===== src/rtl/muxbus_pkg.sv =====
package muxbus_pkg;
  typedef enum logic {
    CONV_SPLIT = 1'b0,
    CONV_DS    = 1'b1
  } conv_e;

  typedef struct packed {
    logic ale;
    logic rd;
    logic wr;
  } access_t;
endpackage


===== src/rtl/muxbus_sync.sv =====
module muxbus_sync #(
  parameter int W      = 1,
  parameter int STAGES = 2
) (
  input  logic         clk,
  input  logic         rst,
  input  logic [W-1:0] d_in,
  output logic [W-1:0] d_out
);
  logic [W-1:0] chain [STAGES];

  always_ff @(posedge clk) begin
    if (rst) chain[0] <= '0;
    else     chain[0] <= d_in;
  end

  generate
    for (genvar s = 1; s < STAGES; s++) begin : g_stage
      always_ff @(posedge clk) begin
        if (rst) chain[s] <= '0;
        else     chain[s] <= chain[s-1];
      end
    end
  endgenerate

  assign d_out = chain[STAGES-1];
endmodule


===== src/rtl/muxbus_decode.sv =====
module muxbus_decode
  import muxbus_pkg::*;
(
  input  logic    conv_ds,
  input  logic    cs_n_s,
  input  logic    as_s,
  input  logic    ds_rdn_s,
  input  logic    rw_wrn_s,
  output access_t acc
);
  conv_e conv;
  logic  sel;

  always_comb begin
    conv = conv_e'(conv_ds);
    sel  = ~cs_n_s;
    acc.ale = sel & as_s;
    if (conv == CONV_DS) begin
      acc.rd = sel & ds_rdn_s & rw_wrn_s;
      acc.wr = sel & ds_rdn_s & ~rw_wrn_s;
    end else begin
      acc.rd = sel & ~ds_rdn_s;
      acc.wr = sel & ~rw_wrn_s;
    end
  end
endmodule


===== src/rtl/muxbus_cycle.sv =====
module muxbus_cycle
  import muxbus_pkg::*;
#(
  parameter int DATA_W = 8,
  parameter int ADDR_W = 7,
  parameter int PRIME  = 3
) (
  input  logic              clk,
  input  logic              rst,
  input  access_t           acc,
  input  logic [DATA_W-1:0] bus_s,
  input  logic [DATA_W-1:0] rd_data,
  output logic [ADDR_W-1:0] reg_addr,
  output logic [DATA_W-1:0] wr_data,
  output logic              wr_pulse,
  output logic              rd_pulse,
  output logic [DATA_W-1:0] bus_out,
  output logic              bus_oe
);
  localparam int CNT_W = $clog2(PRIME + 1);

  logic [CNT_W-1:0]  prime_cnt;
  logic              primed;
  access_t           acc_q;
  logic [DATA_W-1:0] wr_shadow;
  logic [DATA_W-1:0] out_q;
  logic              ale_fall, rd_rise, wr_fall;

  assign primed   = (prime_cnt == CNT_W'(PRIME));
  assign ale_fall = primed & acc_q.ale & ~acc.ale;
  assign rd_rise  = primed & acc.rd & ~acc_q.rd;
  assign wr_fall  = primed & acc_q.wr & ~acc.wr;

  always_ff @(posedge clk) begin
    if (rst) begin
      prime_cnt <= '0;
      acc_q     <= '0;
      wr_shadow <= '0;
      reg_addr  <= '0;
      wr_data   <= '0;
      wr_pulse  <= 1'b0;
      rd_pulse  <= 1'b0;
      bus_oe    <= 1'b0;
      out_q     <= '0;
    end else begin
      if (!primed) prime_cnt <= prime_cnt + 1'b1;
      acc_q    <= acc;
      if (acc.wr) wr_shadow <= bus_s;
      if (ale_fall) reg_addr <= bus_s[ADDR_W-1:0];
      if (wr_fall)  wr_data  <= wr_shadow;
      wr_pulse <= wr_fall;
      rd_pulse <= rd_rise;
      bus_oe   <= primed & acc.rd;
      out_q    <= rd_data;
    end
  end

  assign bus_out = bus_oe ? out_q : '0;


  wr_single_chk: assert property (@(posedge clk) disable iff (rst)
    wr_pulse |=> !wr_pulse);


  rd_single_chk: assert property (@(posedge clk) disable iff (rst)
    rd_pulse |=> !rd_pulse);


  rd_drive_chk: assert property (@(posedge clk) disable iff (rst)
    rd_pulse |-> bus_oe);


  addr_hold_chk: assert property (@(posedge clk) disable iff (rst)
    !$past(ale_fall) |-> $stable(reg_addr));


  sel_quiet_chk: assert property (@(posedge clk) disable iff (rst)
    (!acc.wr && !acc_q.wr) |=> !wr_pulse);
endmodule


===== src/rtl/muxbus_front.sv =====
module muxbus_front #(
  parameter int DATA_W = 8,
  parameter int ADDR_W = 7,
  parameter int SYNC_STAGES = 2
) (
  input  logic              clk,
  input  logic              rst,
  input  logic              conv_ds,
  input  logic              cs_n,
  input  logic              as_ale,
  input  logic              ds_rdn,
  input  logic              rw_wrn,
  input  logic [DATA_W-1:0] bus_in,
  output logic [DATA_W-1:0] bus_out,
  output logic              bus_oe,
  output logic [ADDR_W-1:0] reg_addr,
  output logic [DATA_W-1:0] wr_data,
  output logic              wr_pulse,
  output logic              rd_pulse,
  input  logic [DATA_W-1:0] rd_data
);
  import muxbus_pkg::*;

  localparam int CTRL_W = 4;
  localparam int SYN_W  = CTRL_W + DATA_W;
  localparam int PRIME  = SYNC_STAGES + 1;

  logic [SYN_W-1:0]  raw_in, syn_out;
  logic [DATA_W-1:0] bus_s;
  access_t           acc;

  assign raw_in = {bus_in, cs_n, as_ale, ds_rdn, rw_wrn};
  assign bus_s  = syn_out[SYN_W-1:CTRL_W];

  muxbus_sync #(.W(SYN_W), .STAGES(SYNC_STAGES)) sync_i (
    .clk   (clk),
    .rst   (rst),
    .d_in  (raw_in),
    .d_out (syn_out)
  );

  muxbus_decode decode_i (
    .conv_ds  (conv_ds),
    .cs_n_s   (syn_out[3]),
    .as_s     (syn_out[2]),
    .ds_rdn_s (syn_out[1]),
    .rw_wrn_s (syn_out[0]),
    .acc      (acc)
  );

  muxbus_cycle #(.DATA_W(DATA_W), .ADDR_W(ADDR_W), .PRIME(PRIME)) cycle_i (
    .clk      (clk),
    .rst      (rst),
    .acc      (acc),
    .bus_s    (bus_s),
    .rd_data  (rd_data),
    .reg_addr (reg_addr),
    .wr_data  (wr_data),
    .wr_pulse (wr_pulse),
    .rd_pulse (rd_pulse),
    .bus_out  (bus_out),
    .bus_oe   (bus_oe)
  );
endmodule


===== config.mk =====
export PLATFORM = sky130hd
export DESIGN_NAME = muxbus_front
export DESIGN_NICKNAME = d
export VERILOG_FILES = /design/src/rtl/muxbus_pkg.sv /design/src/rtl/muxbus_sync.sv /design/src/rtl/muxbus_decode.sv /design/src/rtl/muxbus_cycle.sv /design/src/rtl/muxbus_front.sv
export SDC_FILE = /design/constraint.sdc
export NUM_CORES = 1
export LEC_CHECK = 0
export ABC_AREA = 1
export BUFFER_PORTS_ARGS = -buffer_cell sky130_fd_sc_hd__buf_4
export CAP_MARGIN = 5
export CORE_UTILIZATION = 45
export DETAILED_ROUTE_END_ITERATION = 8
export GPL_ROUTABILITY_DRIVEN = 0
export GPL_TIMING_DRIVEN = 1
export PLACE_DENSITY_LB_ADDON = 0.3
export SLEW_MARGIN = 20
export SYNTH_ARGS = -nofsm -noshare
export SYNTH_HDL_FRONTEND = slang
export SYNTH_SLANG_ARGS = --single-unit

===== constraint.sdc =====
create_clock -name clk -period 1.4 [get_ports clk]
set_input_delay 0.28 -clock clk [delete_from_list [all_inputs] [get_ports clk]]
set_output_delay 0.28 -clock clk [all_outputs]
set_load 0.005 [all_outputs]

==> results of run 1 <==
flip-flops by register name, summed over array words and instances (netlist names), 2 cells and up:
register and flops:
sync_i.chain 24, cycle_i.out_q 8, cycle_i.wr_data 8, cycle_i.wr_shadow 8, cycle_i.reg_addr 7, cycle_i.acc_q 3, cycle_i.prime_cnt 2
Yosys cell counts (all sizes together):
cell	count	area (sq um)
dfxtp	63	1261
nor2	59	229.0
inv	52	195.2
nand2	33	136.4
nand3	16	95.09
a21oi	14	70.07
o21ai	9	45.04
buf	6	43.79
clkbuf	5	18.77
nand4	4	25.02
ha	1	12.51
logic make-up (layout without fill, tap and decap cells):
family | Yosys count | in the layout
DFF | 63 | 63
and+or+nand+nor | 112 | 112
buffers and inverters | 63 | 120
AOI/OAI and AO/OA | 23 | 23
adders and majority gates | 1 | 1
layout by cell type (no fill, tap or decap), drive strengths merged:
cell type  netlist  final
a21oi           14     14
buf              6     53
bufinv           0      1
clkbuf           5     11
clkinv           0      3
dfxtp           63     63
ha               1      1
inv             52     52
nand2           33     33
nand3           16     16
nand4            4      4
nor2            59     59
o21ai            9      9
report_power, final:
group          leakage (nW)  internal (mW)  total, mW  switching, mW
registers             0.517           1.87       1.90         0.0329
logic                 0.767          0.106      0.227          0.121
clock network         0.105          0.899       1.55          0.651
critical path, cell delays in order (launching register included):
cell and delay, ns:
dfxtp_1 0.36, ha_2 0.24, nand2_1 0.07, inv_1 0.14, buf_4 0.20, nand3_2 0.08, nand2_1 0.07, nor2_1 0.04
layer usage:
layer	routed length (microns)	vias up
met5	0	-
met4	95	0
met3	279	10
met2	1605	59
met1	1657	680
li1	-	882
metrics by stage:
stage                     instance area, sq um  hold slack (ns)  total power [mW]  cells
after floorplan                           2132           0.3680             2.075    262
after global placement                    2532           0.3783             2.152    356
after detailed placement                  2532           0.3830             2.164    356
after CTS                                 2729           0.1344             3.709    371
after global routing                      2733           0.1363             3.816    371
final                                     2733           0.1441             3.675    371
worst max path at each step:
| stage | end | slack, ns | start |
|---|---|---|---|
| after floorplan | cycle_i.wr_data[5] | 0.29 | cycle_i.prime_cnt[0] |
| after global placement | cycle_i.wr_data[5] | 0.19 | cycle_i.prime_cnt[0] |
| after detailed placement | cycle_i.wr_data[5] | 0.09 | cycle_i.prime_cnt[0] |
| after CTS | bus_out[1] | 0.02 | cycle_i.bus_oe |
| after global routing | cycle_i.wr_data[5] | 0.006 | cycle_i.prime_cnt[0] |
| final | cycle_i.wr_data[5] | 0.11 | cycle_i.prime_cnt[0] |
area by class of cell:
class,count,area (sq um),area share
multi-input cells,136,615.6,0.2253
clock inverters,4,45.04,0.01648
well taps,52,65.06,0.02381
clock buffers,11,151.4,0.05540
inverters,52,195.2,0.07143
repair buffers,53,397.9,0.1456
flip-flops and latches,63,1262,0.4620
repair_timing:
item | CTS | global route
resized for setup | 0 | 2
setup endpoints to repair | 0 | 12
endpoints found under the hold margin | 0 | 0
==> flow_summary.json, run 1 <==
{
  "slew_headroom": 0.8430,
  "dpl.hpwl_microns": 2549,
  "setup_viol": 0,
  "ys_types": 17,
  "wirelength_microns": 3638,
  "syn-num-nets": 286,
  "fin_util": 0.6149,
  "p_leak_nw": 1.389,
  "busiest_layer": "met2",
  "clock_sinks": 63,
  "root_buffer": "clkbuf_8",
  "grt_pass1_vias": 1610,
  "synth.avg_cell_area_sq_um": 8.138,
  "cts_hold_buf": 0,
  "hp-start": "bus_in[6]",
  "grt_pass1_wl_microns": 6637,
  "ys_warn_count": 0,
  "htreeDepth": 3,
  "period_needed_ns": 1.289,
  "drive_above_1_share": 0.2414,
  "dp_slack_ns": 0.09252,
  "initial_core_util": 0.4797,
  "clockBufferDepth": 2,
  "maxCapViolCount": 0,
  "final_antenna_net_count": 0,
  "start_kind": "register",
  "gr-usage-met3": 0.04701,
  "pin_count": 49,
  "cts.clk_slew.worst_paths_ns": 0.07,
  "whs_path_depth": 3,
  "use_met2": 0.2778,
  "yosys.area_share.simple": 0.2277,
  "whs_endpoint": "sync_i.chain[0][10]",
  "outcome": "complete, no violations",
  "p_per_area_nw_per_um2": 1345,
  "vias": 1631,
  "endpoint_kind": "register",
  "synth.area.mux_share": 0,
  "cp_max_fo": 8,
  "avgRoutedWirePerCell_microns": 9.806,
  "seq_area_frac_synth": 0.5915,
  "die-area_sq_um": 5017,
  "drt_iter0_drc": 87,
  "cts_buffers": 9,
  "num_rows": 24,
  "r2r_slack_ns": 0.11,
  "grt-ovfl-total": 0,
  "via_per_inst": 4.396,
  "fp.coreArea_sq_um": 4444,
  "syn-cell-area_sq_um": 2132,
  "clkLatencyLatePin_ns": 0.33,
  "cts_tree": "built",
  "synthToLayoutAreaGrowth_pct": 28.17,
  "ys_seq_elements": 63,
  "diodes": 0,
  "track_usage": 0.1710,
  "layout_setup_ws_ns": 0.1109,
  "hp-class": "input port to register",
  "max_freq_mhz": 775.7,
  "worstMarginPinSlew_ns": 0.2355,
  "drc": 0,
  "synth_top_family_by_area": "simple AND/OR/NAND/NOR gates",
  "synthCells": 262,
  "irDropWorstVdd_mv": 0.6934,
  "grtUsageMet1": 0.1955,
  "post_cts_buffers": 0,
  "r2r_start": "cycle_i.prime_cnt[0]",
  "final_max_slew_viol_count": 0,
  "crit_arrival_ns": 1.52,
  "fp.dieW_microns": 70.83,
  "synth_xor_area_frac": 0,
  "fin_crit_sh": 0.9208,
  "antenna_found_initial": 0,
  "path_class": "register to register",
  "die_h_microns": 70.83,
  "fin_worst_skew_ns": 0.008606,
  "grt_max_degree": 25,
  "n_fill_cell": 420,
  "fin_nets": 339,
  "setup_tns_ns": 0,
  "firstDrtPassIters": 6,
  "reg2reg_to": "cycle_i.wr_data[5]",
  "r2r_cells": 7,
  "hold_violations": 0,
  "synth_compound_area_frac": 0.05399,
  "crit_required_ns": 1.63,
  "rsz0062_at_grt": "no",
  "port-buffer-count": 48,
  "synthAdderAreaFrac": 0.005869
}
No activity file was read; power rests on OpenSTA's default activity.
==> run 2: changes to the inputs <==
BUFFER_PORTS_ARGS = default   (was -buffer_cell sky130_fd_sc_hd__buf_4)
DONT_BUFFER_PORTS = 1   (was default)
==> flow_summary.json, run 2 (synthesis results as in run 1) <==
{
  "n_fill_cell": 442,
  "regMostFlops": "sync_i.chain",
  "clock_sinks": 63,
  "path_cells": "ha_2, nand2_1, inv_1, buf_4, nand3_1, nand2_1, nor2_1",
  "irDropWorstVdd_mv": 0.9035,
  "fp.coreArea_sq_um": 4444,
  "layout_common_cells": "62 x dfxtp_1, 58 x nor2_1, 52 x inv_1",
  "final_max_slew_viol_count": 0,
  "critPathSlowestCell": "dfxtp_1",
  "setup_viol": 0,
  "crit_family": "flip-flops",
  "drc": 0,
  "multi_input_area_sq_um": 615.6,
  "fin_nets": 291,
  "synthToLayoutAreaGrowth_pct": 13.26,
  "endpoint_kind": "register",
  "grt_max_degree": 23,
  "port-buffer-count": 0,
  "via_per_inst": 4.475,
  "track_usage": 0.1669,
  "post_cts_buffers": 0,
  "num_rows": 24,
  "cts_tree": "built",
  "crit_top_cell": "nand2_1",
  "critPathMaxStageDelay_ns": 0.36,
  "p_leak_nw": 1.146,
  "pin_count": 49,
  "worstMarginPinSlew_ns": 0.7626,
  "fin_worst_skew_ns": 0.005217,
  "register_area_sq_um": 1262,
  "fp.dieW_microns": 70.83,
  "crit_required_ns": 1.62,
  "antenna_found_initial": 0,
  "avgRoutedWirePerCell_microns": 11.21,
  "grt_pass1_vias": 1362,
  "switching_power_uw": 800.6,
  "hp-class": "input port to register",
  "p_per_area_nw_per_um2": 1582,
  "internal_power_mw": 3.020,
  "initial_core_util": 0.4797,
  "grt_pass1_wl_microns": 6244,
  "die_h_microns": 70.83,
  "htreeDepth": 3,
  "cp_max_fo": 9,
  "slew_headroom": 0.4900,
  "diodes": 0,
  "switching_share": 0.2095,
  "fin_crit_sh": 0.9192,
  "dpl.hpwl_microns": 2224,
  "cp_num_buf_inv": 2,
  "maxCapViolCount": 0,
  "cts.clk_slew.worst_paths_ns": 0.07,
  "max_freq_mhz": 777.1,
  "drive_above_1_share": 0.09926,
  "clkPwrFrac": 0.459,
  "vias": 1450,
  "wirelength_microns": 3631,
  "start_kind": "register",
  "final_antenna_net_count": 0,
  "pwr-share-comb": 0.044,
  "period_needed_ns": 1.287,
  "drt_iter0_drc": 49,
  "clkLatencyLatePin_ns": 0.33,
  "fin_util": 0.5434,
  "final_common_cell": "dfxtp_1",
  "root_buffer": "clkbuf_8",
  "clockBufferDepth": 2,
  "outcome": "complete, no violations",
  "seqPwrFrac": 0.497,
  "setup_tns_ns": 0,
  "grt-ovfl-total": 0,
  "die-area_sq_um": 5017,
  "firstDrtPassIters": 8,
  "rsz0062_at_grt": "no",
  "cts_buffers": 9,
  "hold_violations": 0,
  "largest_reg_flops": 24,
  "crit_arrival_ns": 1.51,
  "path_class": "register to register"
}
run 2: cell types whose count changed in the layout (fill, tap and decap cells not counted), sizes merged:
cell	before	now
buf	53	2
dlygate4sd3	0	3
clkinv	3	1
clkinvlp	0	2
bufinv	1	2
run 2: area by class of cell:
class,count,share of cell area
Sequential cell,63,0.5228
Timing Repair Buffer,5,0.01865
Clock inverter,5,0.03316
Tap cell,52,0.02694
Inverter,52,0.08083
Clock buffer,11,0.06269
Multi-Input combinational cell,136,0.2549
run 2: final timing paths:
| kind | end | cells after the start | from | slack [ns] |
|---|---|---|---|---|
| max | cycle_i.wr_data[1] | 7 | cycle_i.prime_cnt[0] | 0.11 |
| min reg2reg | cycle_i.rd_pulse | 1 | cycle_i.acc_q[1] | 0.40 |
| max reg2reg | cycle_i.wr_data[1] | 7 | cycle_i.prime_cnt[0] | 0.11 |
| min | cycle_i.out_q[0] | 1 | rst | 0.02 |
run 2: repair_timing:
item                                    CTS  global route
endpoints found under the setup margin    0             6
gates resized for setup                   0             2
endpoints found under the hold margin    20             7
hold buffers                              2             1
run 2: metrics by stage:
| stage | instance area, sq um | total power [mW] | cells | setup slack, ns | hold slack (ns) |
|---|---|---|---|---|---|
| 6_report | 2415 | 3.821 | 324 | 0.1131 | 0.01933 |
| 5_1_grt | 2415 | 3.997 | 324 | 0.02044 | 0.0003758 |
| 4_1_cts | 2401 | 3.858 | 323 | 0.07433 | 0.0004676 |
| 3_5_place_dp | 2150 | 2.082 | 305 | 0.1052 | 0.3564 |
| 3_3_place_gp | 2150 | 2.075 | 305 | 0.1849 | 0.3551 |
| 2_1_floorplan | 2132 | 2.075 | 262 | 0.2860 | 0.3680 |
run 2: worst reg2reg max path, delay by kind of cell (launching register included):
family	cells	cell delay, ns
AND/OR/NAND/NOR	4	0.29
flip-flops	1	0.36
buffers and inverters	2	0.31
adder cells (fa/ha/maj)	1	0.23
run 2: power by group through the flow:
stage               Sequential [mW]  Combinational (mW)  Clock [mW]
floorplan                      1.93               0.148           0
global placement               1.94               0.140           0
detailed placement             1.94               0.145           0
CTS                            1.90               0.163        1.80
global route                   1.90               0.198        1.89
finish                         1.90               0.168        1.75
run 2: layer usage:
metal  global-route usage  wire [microns]  up-vias
met1               0.1867            1782      609
met2               0.2671            1594       51
met3              0.08974             218        4
li1                     -               -      786
met4              0.06667              37        0
met5                    0               0        -
